--- src/rtl/cc_timer_pkg.sv ---
package cc_timer_pkg;

   typedef enum logic [1:0] {
      CH_OFF      = 2'b00,
      CH_TOGGLE   = 2'b01,
      CH_CAP_RISE = 2'b10,
      CH_CAP_FALL = 2'b11
   } ch_mode_e;

   localparam int unsigned ADDR_CTRL = 0;
   localparam int unsigned ADDR_MODE = 1;
   localparam int unsigned ADDR_CLR  = 2;
   localparam int unsigned ADDR_CH0  = 3;

endpackage

--- src/rtl/cc_timer_prescale.sv ---
module cc_timer_prescale #(
   parameter int unsigned PS_SEL_W    = 3,
   parameter int unsigned PS_MAX_LOG2 = 7
) (
   input  logic                clk,
   input  logic                rst_n,
   input  logic                run,
   input  logic                load,
   input  logic [PS_SEL_W-1:0] load_sel,
   input  logic [PS_SEL_W-1:0] req_sel,
   output logic                tick
);

   localparam int unsigned DIV_W = PS_MAX_LOG2;

   logic [DIV_W-1:0]    div_q;
   logic [PS_SEL_W-1:0] act_sel_q;
   logic [DIV_W-1:0]    lim;

   if (PS_MAX_LOG2 < 1) begin : g_bad_div
      $error("cc_timer_prescale: PS_MAX_LOG2 must be at least 1");
   end
   if (PS_MAX_LOG2 > (1 << PS_SEL_W)) begin : g_bad_sel
      $error("cc_timer_prescale: PS_SEL_W too narrow for PS_MAX_LOG2");
   end

   function automatic logic [DIV_W-1:0] limit_of(input logic [PS_SEL_W-1:0] s);
      int unsigned e;
      e = (int'(s) >= int'(PS_MAX_LOG2)) ? PS_MAX_LOG2 : int'(s) + 1;
      return DIV_W'((1 << e) - 1);
   endfunction

   assign lim  = limit_of(act_sel_q);
   assign tick = run && (div_q == lim);

   always_ff @(posedge clk or negedge rst_n) begin
      if (!rst_n) begin
         div_q     <= '0;
         act_sel_q <= '0;
      end else begin
         if (load) begin
            act_sel_q <= load_sel;
         end else if (tick) begin
            act_sel_q <= req_sel;
         end
         if (!run || tick) begin
            div_q <= '0;
         end else begin
            div_q <= div_q + 1'b1;
         end
      end
   end

   // the shortest period is two clocks
   a_r2_no_back_to_back: assert property (@(posedge clk) disable iff (!rst_n)
      tick |=> !tick);

   // the active select only moves at a period boundary or while loading
   a_r10_sel_hold: assert property (@(posedge clk) disable iff (!rst_n)
      (!load && !tick) |=> $stable(act_sel_q));

endmodule

--- src/rtl/cc_timer_base.sv ---
module cc_timer_base #(
   parameter int unsigned CNT_W = 16
) (
   input  logic             clk,
   input  logic             rst_n,
   input  logic             run,
   input  logic             tick,
   output logic [CNT_W-1:0] cnt,
   output logic             adv,
   output logic             wrap
);

   logic [CNT_W-1:0] cnt_q;
   logic             adv_q;
   logic             wrap_q;

   always_ff @(posedge clk or negedge rst_n) begin
      if (!rst_n) begin
         cnt_q  <= '0;
         adv_q  <= 1'b0;
         wrap_q <= 1'b0;
      end else begin
         if (!run) begin
            cnt_q <= '0;
         end else if (tick) begin
            cnt_q <= cnt_q + 1'b1;
         end
         adv_q  <= run && tick;
         wrap_q <= run && tick && (cnt_q == {CNT_W{1'b1}});
      end
   end

   assign cnt  = cnt_q;
   assign adv  = adv_q;
   assign wrap = wrap_q;

   // one step per tick
   a_r1_step: assert property (@(posedge clk) disable iff (!rst_n)
      (run && tick) |=> (cnt_q == $past(cnt_q) + 1'b1));

   // no movement between ticks
   a_r1_hold: assert property (@(posedge clk) disable iff (!rst_n)
      (run && !tick) |=> $stable(cnt_q));

   // stopped counter reads zero
   a_r8_stop_zero: assert property (@(posedge clk) disable iff (!rst_n)
      !run |=> (cnt_q == '0));

   // the rollover pulse coincides with a zero count
   a_r9_wrap_zero: assert property (@(posedge clk) disable iff (!rst_n)
      wrap_q |-> (cnt_q == '0));

endmodule

--- src/rtl/cc_timer_chan.sv ---
module cc_timer_chan
   import cc_timer_pkg::*;
#(
   parameter int unsigned CNT_W       = 16,
   parameter int unsigned SYNC_STAGES = 2
) (
   input  logic             clk,
   input  logic             rst_n,
   input  ch_mode_e         mode,
   input  logic [CNT_W-1:0] cnt,
   input  logic             adv,
   input  logic             wr_val,
   input  logic [CNT_W-1:0] wr_data,
   input  logic             clr,
   input  logic             cap_in,
   output logic             pin,
   output logic             flag,
   output logic [CNT_W-1:0] val
);

   logic [SYNC_STAGES-1:0] sync_q;
   logic                   prev_q;
   logic                   synced;
   logic                   rise;
   logic                   fall;
   logic                   match;
   logic                   cap;
   logic                   evt;
   logic [CNT_W-1:0]       val_q;
   logic                   pin_q;
   logic                   flag_q;

   if (SYNC_STAGES < 2) begin : g_bad_sync
      $error("cc_timer_chan: SYNC_STAGES must be at least 2");
   end

   for (genvar s = 0; s < SYNC_STAGES; s++) begin : g_sync
      if (s == 0) begin : g_first
         always_ff @(posedge clk or negedge rst_n) begin
            if (!rst_n) sync_q[0] <= 1'b0;
            else        sync_q[0] <= cap_in;
         end
      end else begin : g_next
         always_ff @(posedge clk or negedge rst_n) begin
            if (!rst_n) sync_q[s] <= 1'b0;
            else        sync_q[s] <= sync_q[s-1];
         end
      end
   end

   assign synced = sync_q[SYNC_STAGES-1];
   assign rise   = synced && !prev_q;
   assign fall   = !synced && prev_q;
   assign match  = (mode == CH_TOGGLE) && adv && (cnt == val_q);
   assign cap    = ((mode == CH_CAP_RISE) && rise) || ((mode == CH_CAP_FALL) && fall);
   assign evt    = match || cap;

   always_ff @(posedge clk or negedge rst_n) begin
      if (!rst_n) begin
         prev_q <= 1'b0;
         val_q  <= '0;
         pin_q  <= 1'b0;
         flag_q <= 1'b0;
      end else begin
         prev_q <= synced;
         if (cap) begin
            val_q <= cnt;
         end else if (wr_val) begin
            val_q <= wr_data;
         end
         if (match) begin
            pin_q <= !pin_q;
         end
         flag_q <= (flag_q && !clr) || evt;
      end
   end

   assign pin  = pin_q;
   assign flag = flag_q;
   assign val  = val_q;

   // a step onto the register value flips the pin
   a_r3_toggle: assert property (@(posedge clk) disable iff (!rst_n)
      ((mode == CH_TOGGLE) && adv && (cnt == val)) |=> (pin != $past(pin)));

   // a captured value is the count of the detecting cycle
   a_r4_capture: assert property (@(posedge clk) disable iff (!rst_n)
      cap |=> (val == $past(cnt)));

   // set wins over clear
   a_r6_set_wins: assert property (@(posedge clk) disable iff (!rst_n)
      evt |=> flag);

   // flags stay until cleared
   a_r6_sticky: assert property (@(posedge clk) disable iff (!rst_n)
      (flag && !clr) |=> flag);

   // an idle channel leaves its pin alone
   a_r11_off_quiet: assert property (@(posedge clk) disable iff (!rst_n)
      (mode == CH_OFF) |=> $stable(pin));

endmodule

--- src/rtl/cc_timer.sv ---
module cc_timer
   import cc_timer_pkg::*;
#(
   parameter int unsigned CNT_W       = 16,
   parameter int unsigned NUM_CH      = 4,
   parameter int unsigned PS_SEL_W    = 3,
   parameter int unsigned PS_MAX_LOG2 = 7,
   parameter int unsigned SYNC_STAGES = 2,
   parameter int unsigned ADDR_W      = $clog2(NUM_CH + ADDR_CH0)
) (
   input  logic                    clk,
   input  logic                    rst_n,
   input  logic                    wr_en,
   input  logic [ADDR_W-1:0]       wr_addr,
   input  logic [CNT_W-1:0]        wr_data,
   input  logic [NUM_CH-1:0]       cap_in,
   output logic [NUM_CH-1:0]       cmp_out,
   output logic [CNT_W-1:0]        count_o,
   output logic [NUM_CH*CNT_W-1:0] chan_val_o,
   output logic [NUM_CH-1:0]       ch_flag_o,
   output logic                    ovf_flag_o
);

   localparam int unsigned MODE_W = 2 * NUM_CH;
   localparam int unsigned CLR_W  = NUM_CH + 1;

   if (CNT_W < MODE_W || CNT_W < CLR_W || CNT_W < PS_SEL_W + 1) begin : g_bad_width
      $error("cc_timer: CNT_W too narrow for the control fields");
   end
   if ((NUM_CH + ADDR_CH0) > (1 << ADDR_W)) begin : g_bad_addr
      $error("cc_timer: ADDR_W too narrow for the register space");
   end
   if (NUM_CH < 1) begin : g_bad_ch
      $error("cc_timer: NUM_CH must be at least 1");
   end

   logic                          run_q;
   logic [PS_SEL_W-1:0]           sel_q;
   logic [NUM_CH-1:0][1:0]        mode_q;
   logic                          ovf_q;
   logic                          ctrl_wr;
   logic                          mode_wr;
   logic                          clr_wr;
   logic [CLR_W-1:0]              clr_vec;
   logic                          tick;
   logic [CNT_W-1:0]              cnt;
   logic                          adv;
   logic                          wrap;
   logic                          unused_wr;

   assign ctrl_wr   = wr_en && (wr_addr == ADDR_W'(ADDR_CTRL));
   assign mode_wr   = wr_en && (wr_addr == ADDR_W'(ADDR_MODE));
   assign clr_wr    = wr_en && (wr_addr == ADDR_W'(ADDR_CLR));
   assign clr_vec   = clr_wr ? wr_data[CLR_W-1:0] : '0;
   assign unused_wr = ^wr_data;

   always_ff @(posedge clk or negedge rst_n) begin
      if (!rst_n) begin
         run_q  <= 1'b0;
         sel_q  <= '0;
         mode_q <= '0;
         ovf_q  <= 1'b0;
      end else begin
         if (ctrl_wr) begin
            run_q <= wr_data[0];
            sel_q <= wr_data[PS_SEL_W:1];
         end
         if (mode_wr) begin
            mode_q <= wr_data[MODE_W-1:0];
         end
         ovf_q <= (ovf_q && !clr_vec[NUM_CH]) || wrap;
      end
   end

   cc_timer_prescale #(
      .PS_SEL_W   (PS_SEL_W),
      .PS_MAX_LOG2(PS_MAX_LOG2)
   ) u_prescale (
      .clk     (clk),
      .rst_n   (rst_n),
      .run     (run_q),
      .load    (ctrl_wr && !run_q),
      .load_sel(wr_data[PS_SEL_W:1]),
      .req_sel (sel_q),
      .tick    (tick)
   );

   cc_timer_base #(
      .CNT_W(CNT_W)
   ) u_base (
      .clk  (clk),
      .rst_n(rst_n),
      .run  (run_q),
      .tick (tick),
      .cnt  (cnt),
      .adv  (adv),
      .wrap (wrap)
   );

   for (genvar i = 0; i < NUM_CH; i++) begin : g_ch
      logic [CNT_W-1:0] val_i;
      logic             ch_wr;

      assign ch_wr = wr_en && (wr_addr == ADDR_W'(ADDR_CH0 + i));

      cc_timer_chan #(
         .CNT_W      (CNT_W),
         .SYNC_STAGES(SYNC_STAGES)
      ) u_chan (
         .clk    (clk),
         .rst_n  (rst_n),
         .mode   (ch_mode_e'(mode_q[i])),
         .cnt    (cnt),
         .adv    (adv),
         .wr_val (ch_wr),
         .wr_data(wr_data),
         .clr    (clr_vec[i]),
         .cap_in (cap_in[i]),
         .pin    (cmp_out[i]),
         .flag   (ch_flag_o[i]),
         .val    (val_i)
      );

      assign chan_val_o[i*CNT_W +: CNT_W] = val_i;
   end

   assign count_o    = cnt;
   assign ovf_flag_o = ovf_q;

   // a rollover raises the overflow flag on the next clock
   a_r9_ovf_set: assert property (@(posedge clk) disable iff (!rst_n)
      wrap |=> ovf_flag_o);

   // writing a channel register does not disturb a stopped counter
   a_r7_write_no_count: assert property (@(posedge clk) disable iff (!rst_n)
      (!run_q && !ctrl_wr) |=> (count_o == '0));

endmodule

--- config.mk ---
export PLATFORM = sky130hd
export DESIGN_NAME = cc_timer
export DESIGN_NICKNAME = d
export VERILOG_FILES = /design/src/rtl/cc_timer_pkg.sv /design/src/rtl/cc_timer_prescale.sv /design/src/rtl/cc_timer_base.sv /design/src/rtl/cc_timer_chan.sv /design/src/rtl/cc_timer.sv
export SDC_FILE = /design/constraint.sdc
export NUM_CORES = 1
export LEC_CHECK = 0
export BUFFER_PORTS_ARGS = -buffer_cell sky130_fd_sc_hd__buf_2
export CAP_MARGIN = 20
export CORE_ASPECT_RATIO = 2
export CORE_MARGIN = 2
export CORE_UTILIZATION = 55
export DETAILED_ROUTE_END_ITERATION = 8
export HOLD_SLACK_MARGIN = 0.08
export PLACE_DENSITY = 0.9
export SLEW_MARGIN = 0
export SYNTH_ARGS = -nofsm -noshare
export SYNTH_HDL_FRONTEND = slang
export SYNTH_SLANG_ARGS = --single-unit
--- constraint.sdc ---
create_clock -name clk -period 5.9 [get_ports clk]
set_clock_uncertainty 0.05 [all_clocks]
set_input_delay 0.885 -clock clk [delete_from_list [all_inputs] [get_ports clk]]
set_output_delay 0.885 -clock clk [all_outputs]
set_load 0.01 [all_outputs]
# == After elaboration in Yosys (flattened, before gate mapping) ==
# Index checks and enable logic that the tools add are counted.
# Widths: inputs -> output; s select.
# totals
reg_bits,125
out_inout_bits,89
elab_cells,160
# classes
addsub,4
n_lt_le_gt_ge,1
eq_ne,25
n_shift,1
muxes,15
reduce_logical,78
# op_table
cell,n
$mux 16,10
$eq 16x16->1,4
$logic_and 1x1->1,40
$mux 32,1
$shl 1x32->7 const A,1
$logic_not 1->1,18
$add 16x1->16 const B,1
$eq 16x16->1 const B,1
$eq 2x2->1 const B,8
$logic_or 1x1->1,14
$reduce_bool 2->1,5
$eq 3x3->1 const B,3
$eq 2x1->1 const B,4
$add 7x1->7 const B,1
$eq 7x7->1,1
$mux 7,1
$sub 7x2->7 const B,1
$eq 3x2->1 const B,2
$mux 3,2
$mux 5,1
$add 3x1->4 const B,1
$eq 3x1->1 const B,1
$ge 3x3->1 const B,1
$logic_not 3->1,1
$ne 2x1->1 const B,1

# == Depth between registers and ports, before layout ==
# depth
depth_word,8
depth_mapped,14
depth_no_buf,12

# == Cells and area by module ==
# Synthesis repeated with hierarchy kept, for this count alone.
# unflattened
hier_cells,633
hier_area_um2,6700.2
# by_module_without_submodules
module,instances,cells_each,area_each_um2
cc_timer_chan,4,104,1092.3
cc_timer_base,1,85,870.8
cc_timer_prescale,1,90,830.8
cc_timer,1,42,629.4

# == Least setup slack after synthesis ==
# OpenSTA, ideal clock, no wires.
# synth_timing
path_kind,register to register
start,register u_prescale.act_sel_q[1]
end,register u_base.cnt_q[11] (netlist: u_base.cnt[11])
t_arrival_ns,3.230
required_time_ns,5.727
setup_slack_ns,2.497
path_stages_with_launch,15
cell_sequence,dfrtp_1 ha_1 ha_1 nor2_1 nand3_1 ha_1 clkbuf_1 nand3b_1 o211ai_1 a311oi_2 o2111ai_2 or2_1 buf_6 or3b_1 mux2i_1
# synth_between
elab_chain_len,7
# synth_lines
element,line,rtl
from (decl),cc_timer_prescale.sv:17,logic [PS_SEL_W-1:0] act_sel_q;
from (signal assigned),cc_timer_prescale.sv:42,act_sel_q <= load_sel;
from (signal assigned),cc_timer_prescale.sv:44,act_sel_q <= req_sel;
$add 3x1->4 / $ge 3x3->1 (equally long branches),cc_timer_prescale.sv:29,e = (int'(s) >= int'(PS_MAX_LOG2)) ? PS_MAX_LOG2 : int'(s) + 1;
$mux 32 *,cc_timer_prescale.sv:29,
$shl 1x32->7 *,cc_timer_prescale.sv:30,return DIV_W'((1 << e) - 1);
$sub 7x2->7 *,cc_timer_prescale.sv:30,
$eq 7x7->1 *,cc_timer_prescale.sv:34,assign tick = run && (div_q == lim);
$logic_and 1x1->1 *,cc_timer_prescale.sv:34,
$ne 2x1->1 (no line) *,-,
to (signal assigned),cc_timer_base.sv:26,cnt_q <= cnt_q + 1'b1;
to (decl),cc_timer_base.sv:13,logic [CNT_W-1:0] cnt_q;
# Every way passes the cells marked *; elsewhere a longest branch is shown, timed or not.
# A chain may end at the register's enable or synchronous reset.

# == Worst setup path after layout ==
# layout_timing
start,register u_prescale.act_sel_q[0]
end,register u_base.cnt_q[9] (netlist: u_base.cnt[9])
# The elaborated chain is that of the path after synthesis.

==> impl_metrics.env <==
export IMPL_post_cts_buffers=0
export IMPL_drive_gt1_share_pct=22.1
export IMPL_syn_inst=680
export IMPL_cts_sinks=125
export IMPL_post_route_drc_count=0
export IMPL_synth_seq_cells=125
export IMPL_critPathKind="flip-flop to flip-flop"
export IMPL_start_util_pct=55.9
export IMPL_via_count=5820
export IMPL_status="completed"
export IMPL_async_flop_share_pct=100
export IMPL_place_hpwl_um=12400
export IMPL_crit_arrival_ns=4.18
export IMPL_num_rows=57
export IMPL_port_buffer_count=114
export IMPL_die_h_um=160
export IMPL_worstHoldPathCells=0
export IMPL_stdcell_area_um2=7930
export IMPL_synth_edff_count=0
export IMPL_grt_pass1_wl_um=30300
export IMPL_hp_start="g_ch[2].u_chan.sync_q[0]"
export IMPL_avgSynthCellArea_um2=9.85
export IMPL_cp_num_buf_inv=0
export IMPL_synth_main_ff_cell="dfrtp_1"
export IMPL_netlist_area_um2=6700
export IMPL_worst_setup_path_start_kind="flip-flop"
export IMPL_layout_common_cells="dfrtp_1 (125), buf_2 (113), nor2_1 (85)"
export IMPL_pre_cts_slack_ns=2.14
export IMPL_dieWidth_um=82.0
export IMPL_reg2regPathDepth=12
export IMPL_yosysSeqAreaShare_pct=46.7
export IMPL_multi_input_area_um2=3320
export IMPL_hold_end="g_ch[2].u_chan.synced"
export IMPL_period_share_pct=66.2
export IMPL_ctsResizeCount=0
export IMPL_worstPathRequired_ns=6.18
export IMPL_antenna_cells=0
export IMPL_r2r_setup_slack_ns=1.99
export IMPL_hp_class="flip-flop to flip-flop"
export IMPL_crit_top_cell="ha_1"
export IMPL_ios=115
export IMPL_tightest_slew_ns=1.06
export IMPL_final_hold_violation_count=0
export IMPL_hold_slack_ns=0.295
export IMPL_r2r_end="u_base.cnt[9]"
export IMPL_crit_path_cell_trace="ha_1 -> ha_1 -> nor2_1 -> nand3_1 -> ha_1 -> and3b_1 -> nand3_1 -> and3b_1 -> o32ai_1 -> nor2_1 -> nand4_1 -> mux2i_1"
export IMPL_coreArea_um2=12000
export IMPL_cts_tree="done"
export IMPL_mostFrequentLayoutCell="dfrtp_1"
export IMPL_clock_latency_ns=0.42
export IMPL_fin_setup_tns_ns=0
export IMPL_antenna_left=0
export IMPL_crit_family="simple AND/OR/NAND/NOR gates"
export IMPL_grt_max_degree=77
export IMPL_critical_path_peak_fanout=11
export IMPL_overflow=0
export IMPL_post_route_min_period_ns=3.91
export IMPL_nets=801
export IMPL_routedWlPerCell_um=20.8
export IMPL_cts_max_path_buffers=2
export IMPL_clkTransAtPathRegs_ns=0.06
export IMPL_p_total_mw=3.66
export IMPL_synth_nets=711
export IMPL_nFillCells=844
export IMPL_rsz0062_at_grt="false"
export IMPL_finalMaxSlewViolations=0
export IMPL_timing_fmax_ghz=0.256
export IMPL_cpPeakStageDelay_ns=0.51
export IMPL_cts_htree_levels=4
export IMPL_cts_root_buf="clkbuf_16"
export IMPL_grt_pass1_vias=5663
export IMPL_ff_latch_area_um2=3130
export IMPL_drtIter0Drc=716
export IMPL_cap_violations=0
export IMPL_synthToLayoutAreaGrowth_pct=18.4
export IMPL_layout_setup_ws_ns=1.99
export IMPL_wl_um=19400
export IMPL_dpl_instance_area_um2=7260
export IMPL_via_per_inst=6.26
export IMPL_dieArea_um2=13100
export IMPL_worstSetupEndpointType="flip-flop"
export IMPL_leakage_nw=4.06
export IMPL_drtPass1Iterations=5
export IMPL_crit_slowest_cell="o32ai_1"
export IMPL_setup_viol=0
export IMPL_yosys_cell_types_count=45
export IMPL_antenna_found_initial=0
export IMPL_p_per_area_nw_per_um2=462
export IMPL_grt_usage_pct=30.4
export IMPL_hold_buffers=0
export IMPL_ys_warn_count=0
export IMPL_cts_buffers=17
export IMPL_routabilityCongestion=0.865
export IMPL_relSlewSlack_pct=29.0
export IMPL_reg2reg_from="u_prescale.act_sel_q[0]"
export IMPL_peakVddDrop_mv=0.374
## where the power goes
group / leakage [nW] / switching [mW] / internal (mW)
combinational: 2.26 / 0.644 / 0.547
sequential: 1.52 / 0.298 / 1.10
clock: 0.284 / 0.394 / 0.674
total: 4.06 / 1.34 / 2.32
## Yosys cell counts, drive strengths merged, types with 2 or more instances
library cell,n,area share (%)
a211oi,3,0.34
o21ai,5,0.37
a31oi,4,0.37
buf,19,1.7
and3b,3,0.39
nor2b,8,0.75
clkbuf,33,1.9
xor2,51,6.7
nand4b,4,0.52
a311oi,2,0.36
inv,4,0.22
nand3,21,1.6
nand2,50,2.8
nor2,85,4.8
nand4,12,1.1
a21boi,2,0.22
mux2,12,2.0
nor3b,2,0.22
a21oi,66,4.9
nand3b,2,0.41
and3,3,0.28
nor4,11,1.0
nor3,15,1.1
dfrtp,125,47
nand2b,10,0.93
ha,5,0.93
mux2i,73,11
and2,7,0.65
xnor2,33,4.3
## worst max-delay path by stage
| stage | cells after the start | start | slack (ns) | endpoint |
|---|---|---|---|---|
| after global placement | 12 | u_prescale.act_sel_q[0] | 2.31 | u_base.cnt[11] |
| after global routing | 12 | u_prescale.act_sel_q[0] | 1.71 | u_base.cnt[9] |
| final | 12 | u_prescale.act_sel_q[0] | 1.99 | u_base.cnt[9] |
| after floorplan | 14 | u_prescale.act_sel_q[1] | 2.50 | u_base.cnt[11] |
| after CTS | 12 | u_prescale.act_sel_q[0] | 2.02 | u_base.cnt[9] |
| after detailed placement | 12 | u_prescale.act_sel_q[0] | 2.14 | u_base.cnt[12] |
## final cells by class
| cell class | count | share of cell area (%) |
|---|---|---|
| Tap cell | 147 | 2.32 |
| Timing Repair Buffer | 123 | 8.52 |
| Sequential cell | 125 | 39.5 |
| Clock inverter | 14 | 2.13 |
| Multi-Input combinational cell | 499 | 41.8 |
| Inverter | 4 | 0.189 |
| Clock buffer | 18 | 5.54 |
## routing by layer
| metal | GRT usage [%] | vias to the layer above | wire, um |
|---|---|---|---|
| li1 | - | 2510 | - |
| met4 | 14.8 | 0 | 805 |
| met2 | 46.8 | 421 | 9360 |
| met5 | 0 | - | 0 |
| met3 | 7.63 | 85 | 1940 |
| met1 | 39.6 | 2804 | 7270 |
## cell families after synthesis
logic type	synth area share, %
simple gates	17.2
flops	46.7
compound gates	7.42
mux	12.9
xor+xnor	11.0
buf+inv	3.79
fa+ha+maj	0.934
## worst reg2reg max path, stage by stage (launching register included)
cell	delay, ns
dfrtp_1	0.49
ha_1	0.25
ha_1	0.36
nor2_1	0.23
nand3_1	0.11
ha_1	0.35
and3b_1	0.26
nand3_1	0.09
and3b_1	0.20
o32ai_1	0.51
nor2_1	0.43
nand4_1	0.26
mux2i_1	0.24
## sequential cells by signal, indices dropped and copies added, names as in the netlist
name and count:
u_base.adv 1, g_ch.u_chan.val 64, u_base.cnt 16, ovf_flag_o 1, g_ch.u_chan.sync_q 4, u_base.wrap 1
run_q 1, g_ch.u_chan.flag 4, u_prescale.act_sel_q 3, sel_q 3, g_ch.u_chan.pin 4, u_prescale.div_q 7
g_ch.u_chan.prev_q 4, mode_q 8, g_ch.u_chan.synced 4
## through the flow
stage               std cells  utilization (%)
global placement          895             60.6
CTS                       927             65.7
finish                    930             66.2
floorplan                 680                -
detailed placement        895             60.6
global route              930             66.2
Power figures use the tool's default switching activity.
